<file path="src/rtl/repseq_pkg.sv">
package repseq_pkg;
  localparam logic [1:0] MODE_ONE  = 2'd0;
  localparam logic [1:0] MODE_PAIR = 2'd1;
  localparam logic [1:0] MODE_LINK = 2'd2;

  typedef enum logic [2:0] {
    ST_IDLE = 3'd0,
    ST_OP_A = 3'd1,
    ST_OP_B = 3'd2,
    ST_STEP = 3'd3,
    ST_FIN  = 3'd4
  } seq_state_e;
endpackage

</file>
<file path="src/rtl/repseq_tally.sv">
module repseq_tally #(
  parameter int CNT_W = 8
) (
  input  logic             clk,
  input  logic             rst,
  input  logic             load,
  input  logic [CNT_W-1:0] load_val,
  input  logic             dec,
  output logic [CNT_W:0]   remaining,
  output logic             last
);
  localparam logic [CNT_W:0] FULL = {1'b1, {CNT_W{1'b0}}};
  localparam logic [CNT_W:0] ONE  = {{CNT_W{1'b0}}, 1'b1};

  always_ff @(posedge clk) begin
    if (rst) begin
      remaining <= '0;
    end else if (load) begin
      remaining <= (load_val == '0) ? FULL : {1'b0, load_val};
    end else if (dec) begin
      remaining <= remaining - ONE;
    end
  end

  assign last = (remaining == ONE);
endmodule

</file>
<file path="src/rtl/repseq_addr.sv">
module repseq_addr #(
  parameter int ADDR_W = 18,
  parameter int N_OPS  = 2
) (
  input  logic                         clk,
  input  logic                         rst,
  input  logic                         load,
  input  logic [N_OPS-1:0][ADDR_W-1:0] start,
  input  logic [ADDR_W-1:0]            incr,
  input  logic [N_OPS-1:0]             hold,
  input  logic                         step,
  input  logic                         link_en,
  input  logic [ADDR_W-1:0]            link_val,
  output logic [N_OPS-1:0][ADDR_W-1:0] addr
);
  for (genvar i = 0; i < N_OPS; i++) begin : g_op
    if (i == 0) begin : g_lead
      always_ff @(posedge clk) begin
        if (rst) addr[i] <= '0;
        else if (load) addr[i] <= start[i];
        else if (step) begin
          if (link_en) addr[i] <= link_val;
          else if (!hold[i]) addr[i] <= addr[i] + incr;
        end
      end
    end else begin : g_follow
      always_ff @(posedge clk) begin
        if (rst) addr[i] <= '0;
        else if (load) addr[i] <= start[i];
        else if (step && !hold[i]) addr[i] <= addr[i] + incr;
      end
    end
  end
endmodule

</file>
<file path="src/rtl/repseq_top.sv">
module repseq_top
  import repseq_pkg::*;
#(
  parameter int ADDR_W = 18,
  parameter int WORD_W = 36,
  parameter int CNT_W  = 8,
  parameter int FLAG_W = 4
) (
  input  logic                  clk,
  input  logic                  rst,
  input  logic                  cmd_valid,
  input  logic [1:0]            cmd_mode,
  input  logic [ADDR_W-1:0]     cmd_iaddr,
  input  logic [2*WORD_W-1:0]   cmd_insn,
  input  logic [CNT_W-1:0]      cmd_count,
  input  logic                  cmd_use_x0,
  input  logic [CNT_W-1:0]      x0_count,
  input  logic [ADDR_W-1:0]     cmd_incr,
  input  logic [ADDR_W-1:0]     cmd_addr_a,
  input  logic [ADDR_W-1:0]     cmd_addr_b,
  input  logic [1:0]            cmd_hold,
  input  logic [1:0]            cmd_write,
  input  logic [FLAG_W-1:0]     cmd_stop_mask,
  output logic                  busy,
  output logic                  mem_valid,
  input  logic                  mem_ready,
  output logic [ADDR_W-1:0]     mem_addr,
  output logic                  mem_write,
  output logic [WORD_W-1:0]     exe_insn,
  input  logic [FLAG_W-1:0]     res_flags,
  input  logic [WORD_W-1:0]     rd_data,
  input  logic                  irq_in,
  output logic                  irq_out,
  output logic                  done,
  output logic [ADDR_W-1:0]     fin_addr_a,
  output logic [ADDR_W-1:0]     fin_addr_b,
  output logic                  tally_runout,
  output logic                  err_align
);
  localparam int N_OPS   = 2;
  localparam int PAIR_W  = 2 * WORD_W;
  localparam int LINK_LO = WORD_W - ADDR_W;

  seq_state_e state_q, state_d;
  logic [1:0]              mode_q, hold_q, we_q;
  logic [FLAG_W-1:0]       mask_q, flags_q;
  logic [PAIR_W-1:0]       insn_q;
  logic [ADDR_W-1:0]       link_q;
  logic                    tally_q, err_q;
  logic                    accept, reject, launch, stop_now, step_en, pass_last;
  logic                    in_access, fire;
  logic [CNT_W:0]          passes_left;
  logic [N_OPS-1:0][ADDR_W-1:0] op_addr;
  logic                    unused_bits;

  assign accept    = (state_q == ST_IDLE) && cmd_valid;
  assign reject    = accept && (cmd_mode == MODE_PAIR) && cmd_iaddr[0];
  assign launch    = accept && !reject;
  assign stop_now  = |(flags_q & mask_q);
  assign step_en   = (state_q == ST_STEP) && !stop_now;
  assign in_access = (state_q == ST_OP_A) || (state_q == ST_OP_B);
  assign fire      = in_access && mem_ready;
  assign unused_bits = ^{rd_data[LINK_LO-1:0], cmd_iaddr[ADDR_W-1:1], passes_left};

  repseq_tally #(.CNT_W(CNT_W)) u_tally (
    .clk       (clk),
    .rst       (rst),
    .load      (launch),
    .load_val  (cmd_use_x0 ? x0_count : cmd_count),
    .dec       (state_q == ST_STEP),
    .remaining (passes_left),
    .last      (pass_last)
  );

  repseq_addr #(.ADDR_W(ADDR_W), .N_OPS(N_OPS)) u_addr (
    .clk      (clk),
    .rst      (rst),
    .load     (launch),
    .start    ({cmd_addr_b, cmd_addr_a}),
    .incr     (cmd_incr_q),
    .hold     (hold_q),
    .step     (step_en),
    .link_en  (mode_q == MODE_LINK),
    .link_val (link_q),
    .addr     (op_addr)
  );

  logic [ADDR_W-1:0] cmd_incr_q;

  always_comb begin
    state_d = state_q;
    case (state_q)
      ST_IDLE: if (launch) state_d = ST_OP_A;
      ST_OP_A: if (mem_ready) state_d = (mode_q == MODE_PAIR) ? ST_OP_B : ST_STEP;
      ST_OP_B: if (mem_ready) state_d = ST_STEP;
      ST_STEP: state_d = (stop_now || pass_last) ? ST_FIN : ST_OP_A;
      default: state_d = ST_IDLE;
    endcase
  end

  always_ff @(posedge clk) begin
    if (rst) begin
      state_q    <= ST_IDLE;
      mode_q     <= MODE_ONE;
      hold_q     <= '0;
      we_q       <= '0;
      mask_q     <= '0;
      flags_q    <= '0;
      insn_q     <= '0;
      link_q     <= '0;
      cmd_incr_q <= '0;
      tally_q    <= 1'b0;
      err_q      <= 1'b0;
    end else begin
      state_q <= state_d;
      err_q   <= reject;
      if (launch) begin
        mode_q     <= cmd_mode;
        hold_q     <= cmd_hold;
        we_q       <= cmd_write;
        mask_q     <= cmd_stop_mask;
        insn_q     <= cmd_insn;
        cmd_incr_q <= cmd_incr;
        flags_q    <= '0;
        tally_q    <= 1'b0;
      end
      if (fire) flags_q <= res_flags;
      if (fire && state_q == ST_OP_A) link_q <= rd_data[WORD_W-1:LINK_LO];
      if (step_en && pass_last) tally_q <= 1'b1;
    end
  end

  assign busy         = in_access || (state_q == ST_STEP);
  assign done         = (state_q == ST_FIN);
  assign mem_valid    = in_access;
  assign mem_addr     = (state_q == ST_OP_B) ? op_addr[1] : op_addr[0];
  assign mem_write    = (state_q == ST_OP_B) ? we_q[1] : we_q[0];
  assign exe_insn     = (state_q == ST_OP_B) ? insn_q[PAIR_W-1:WORD_W] : insn_q[WORD_W-1:0];
  assign irq_out      = irq_in && (state_q == ST_IDLE);
  assign fin_addr_a   = op_addr[0];
  assign fin_addr_b   = op_addr[1];
  assign tally_runout = tally_q;
  assign err_align    = err_q;
endmodule

</file>
<file path="config.mk">
export PLATFORM = sky130hd
export DESIGN_NAME = repseq_top
export DESIGN_NICKNAME = d
export VERILOG_FILES = /design/src/rtl/repseq_pkg.sv /design/src/rtl/repseq_tally.sv /design/src/rtl/repseq_addr.sv /design/src/rtl/repseq_top.sv
export SDC_FILE = /design/constraint.sdc
export NUM_CORES = 1
export LEC_CHECK = 0
export CAP_MARGIN = 20
export CORE_MARGIN = 2
export CORE_UTILIZATION = 50
export CTS_CLUSTER_SIZE = 24
export DETAILED_ROUTE_END_ITERATION = 16
export PLACE_DENSITY = 0.95
export REMOVE_ABC_BUFFERS = 1
export SLEW_MARGIN = 40
export SYNTH_ARGS = -nofsm -noshare
export SYNTH_HDL_FRONTEND = slang
export SYNTH_SLANG_ARGS = --single-unit
</file>
<file path="constraint.sdc">
create_clock -name clk -period 3.8 [get_ports clk]
set_input_delay 0.76 -clock clk [delete_from_list [all_inputs] [get_ports clk]]
set_output_delay 0.76 -clock clk [all_outputs]
set_load 0.03 [all_outputs]
</file>
==> flow_summary.toml <==
[detailed_routing]
wire_per_inst_microns = 16.96
post-route-drc-count = 0
drt_first_pass_iters = 5
vias = 9436
initialDrtViolationCount = 651
ant_nets = 0
via_per_inst = 5.796
wirelength_mm = 27.62

[power_and_ir_drop]
p_int_mw = 3.834
power.share.clock_pct = 31.4
sequentialPowerShare_pct = 37.3
power.net_switching_mw = 1.936
power-per-cell-area_nw_per_um2 = 458.1
power_frac_comb_pct = 31.3
worst_ir_drop_vdd_uv = 339.4
switch_share_pct = 33.55
power.static_leakage_nw = 4.841

[timing]
maxClockFrequency_ghz = 0.2728
clock_skew_ns = 0.009741
min_period_over_period_pct = 96.46
finalMaxSlewViolations = 0
worst_slew_margin_pct = 42.51
timing.final.hold_violations = 0
final-setup-viol-count = 0
least_margin_pin_slew_ns = 0.8407
grt_setup_unrepaired = "no"
tns_setup_ns = 0
finalWorstPathRequiredPeriod_ns = 3.665
postLayoutSetupSlackWorst_ns = 0.1347

[floorplan]
design.portCount = 313
chipHeight_microns = 138.9
placementRows = 49
dieArea_sq_um = 19290
die_width_microns = 138.9
floorplan.core_area_sq_um = 17900
floorplan.initialDensity_pct = 50.81

[placed_design]
post_detailed_placement_half_perimeter_wirelength_mm = 19.69
gp_congestion = 0.9146
numPortBuffers = 277
pre_cts_ws_ns = 0.6471

[worst_setup_path]
crit_arrival_ns = 2.91
cp_slowest_cell = "clkdlybuf4s50_1"
worst-r2r-cell-count = 9
worst_ep_required_time_ns = 3.04
critical_path.reg2reg.endpoint = "u_addr.addr[34]"
setup.worst_path.end_class = "output port"
cp_cell_instances = "nor2b_1, nor2b_4, buf_4, mux2_2, clkdlybuf4s50_1"
setup.reg_to_reg.worst_slack_ns = 0.85
worst_setup_path_start_kind = "flop"
critical_path_class = "flop to output port"
r2r_start = "u_addr.addr[18]"
worst_path_largest_cell_delay_ns = 0.60
crit_fanout = 39

[cts]
cts_hold_buf = 0
path_clk_slew_ns = 0.07
cts_setup_buffers = 0
numCtsBuffers = 17
htreeDepth = 4
cts-root-to-sink-buffers = 2
cts_resized = 0
cts-root-buf = "clkbuf_16"
cts_tree = "yes"
clk_latency_ns = 0.43
clock_sinks = 172

[hold_path]
timing.hold.worst_path_depth = 2
holdCritStartpoint = "insn_q[16]"
worstHoldEndpoint = "insn_q[16]"
hold_path_class = "flop to flop"

[global_routing]
grt_first_pass_wirelength_mm = 44.83
grt_start_max_net_pins = 103
globalRoute.totalOverflow = 0
initial_antenna_violation_count = 5
grt_pass1_vias = 9182
grtUsageTotal_pct = 28.23

[logic_synthesis]
seq_area_frac_synth_pct = 37.85
synth_most_common_cell = "nand2_1"
synth_area_leader = "dfxtp_1"
synth.yosys.warnings = 0
synth_unique_cells = 65
synth-async-reset-ratio_pct = 0
yosys-top-cells-count = "nand2_1, dfxtp_1, a21oi_1"
number_of_synthesized_flops_with_an_enable_pin = 0
post_synth_main_area_contributors = "dfxtp_1, nand2_1, a21oi_1, mux2_2, ha_1"
postSynth.topFlopCell = "dfxtp_1"
ys_ff_latch = 172
netlist_area_sq_um = 9096
avgSynthCellArea_sq_um = 7.896
postSynthCellCount = 1152
post-synth-top-area-fraction_pct = 37.85

[status]
outcome = "complete, no violations"

[final_layout]
final.fill_count = 1321
flow.area_growth_from_synthesis_pct = 38.46
final_layout_size_suffix_gt1_share_pct = 8.661
finish.net_count = 1638

[run]
maxCapViolCount = 0
==> how the worst max path moves through the flow <==
stage	start	to	cells past startpoint	slack [ns]
final	state_q[1]	exe_insn[21]	5	0.13
after global routing	state_q[1]	exe_insn[35]	5	0.03
after CTS	state_q[1]	mem_write	5	0.16
after detailed placement	state_q[1]	mem_write	5	0.65
after global placement	state_q[1]	exe_insn[18]	5	0.68
after floorplan	state_q[1]	exe_insn[0]	3	-0.74
==> power by group through the flow <==
stage	logic (mW)	clock network [mW]	registers [mW]
6_report	1.81	1.81	2.15
5_1_grt	1.95	1.90	2.17
4_1_cts	1.80	1.83	2.15
3_5_place_dp	1.78	0	2.19
3_3_place_gp	1.73	0	2.17
2_1_floorplan	1.00	0	2.23
==> metrics by stage <==
| step | cells | instance area, sq um | utilization (%) | total power [mW] | hold WS, ns |
|---|---|---|---|---|---|
| after global placement | 1594 | 11980 | 66.93 | 3.907 | 0.4381 |
| after global routing | 1626 | 12590 | 70.32 | 6.026 | 0.4685 |
| after floorplan | 1073 | 8760 | - | 3.238 | 0.4268 |
| after detailed placement | 1594 | 11980 | 66.93 | 3.963 | 0.4439 |
| final | 1628 | 12590 | 70.35 | 5.770 | 0.4516 |
| after CTS | 1626 | 12590 | 70.32 | 5.772 | 0.4531 |
==> state kept, by name, indices dropped and copies added, names as in the netlist <==
| name | cells |
|---|---|
| state_q | 3 |
| link_q | 18 |
| cmd_incr_q | 18 |
| mode_q | 2 |
| flags_q | 4 |
| mask_q | 4 |
| hold_q | 2 |
| tally_runout | 1 |
| u_addr.addr | 36 |
| insn_q | 72 |
| u_tally.remaining | 9 |
| we_q | 2 |
| err_align | 1 |
==> cell type report <==
| cell class | instances | area (sq um) | share of cell area (%) |
|---|---|---|---|
| clock buffers | 18 | 439.2 | 3.487 |
| well taps | 229 | 286.5 | 2.275 |
| diodes | 2 | 5.005 | 0.03974 |
| repair buffers | 292 | 2912 | 23.12 |
| clock inverters | 14 | 167.7 | 1.331 |
| inverters | 6 | 22.52 | 0.1788 |
| flip-flops and latches | 172 | 3443 | 27.34 |
| multi-input cells | 895 | 5319 | 42.23 |
==> critical path: cells and delay by family, from the launching register on <==
family | cells | cell delay (ns)
buffers and inverters | 2 | 1.05
DFF | 1 | 0.53
muxes | 1 | 0.42
and+or+nand+nor | 2 | 0.41
==> layer usage <==
metal	track usage, %	share of wire (%)	vias to the layer above
li1	-	-	4511
met1	31.81	38	4408
met2	49.29	50	413
met3	7.977	8.1	98
met4	13.40	4.1	6
met5	0	0.12	-
==> placed cells by master (no fill, tap or decap), types with 4 or more instances in the layout <==
master	instances
o21ai_0	32
mux2_2	57
dfxtp_1	172
nor2_1	77
xor2_1	9
xnor2_1	18
a22oi_1	6
nor2b_1	4
clkbuf_16	17
a21o_1	16
nand2_1	293
a31oi_1	9
nor4_1	5
clkinv_2	4
and3_1	5
o211ai_1	9
mux2i_1	10
and2_1	4
o22ai_1	5
a211oi_1	12
and4_1	4
buf_4	13
clkdlybuf4s50_1	276
o21bai_1	4
a311oi_1	11
inv_1	6
a21oi_1	160
nor3_1	22
nand3b_1	4
nand2b_1	7
ha_1	36
nand3_1	18
==> cells by family (layout without fill, tap and decap cells) <==
kind of cell | after synthesis | count (layout) | synth area share, %
xor+xnor | 27 | 27 | 2.600
other cells | 0 | 2 | 0
fa+ha+maj | 38 | 38 | 5.392
flops | 172 | 172 | 37.85
buf+inv | 85 | 330 | 3.948
compound gates | 299 | 299 | 20.32
simple gates | 464 | 464 | 21.73
mux | 67 | 67 | 8.157
(Power assumes the default switching activity.)
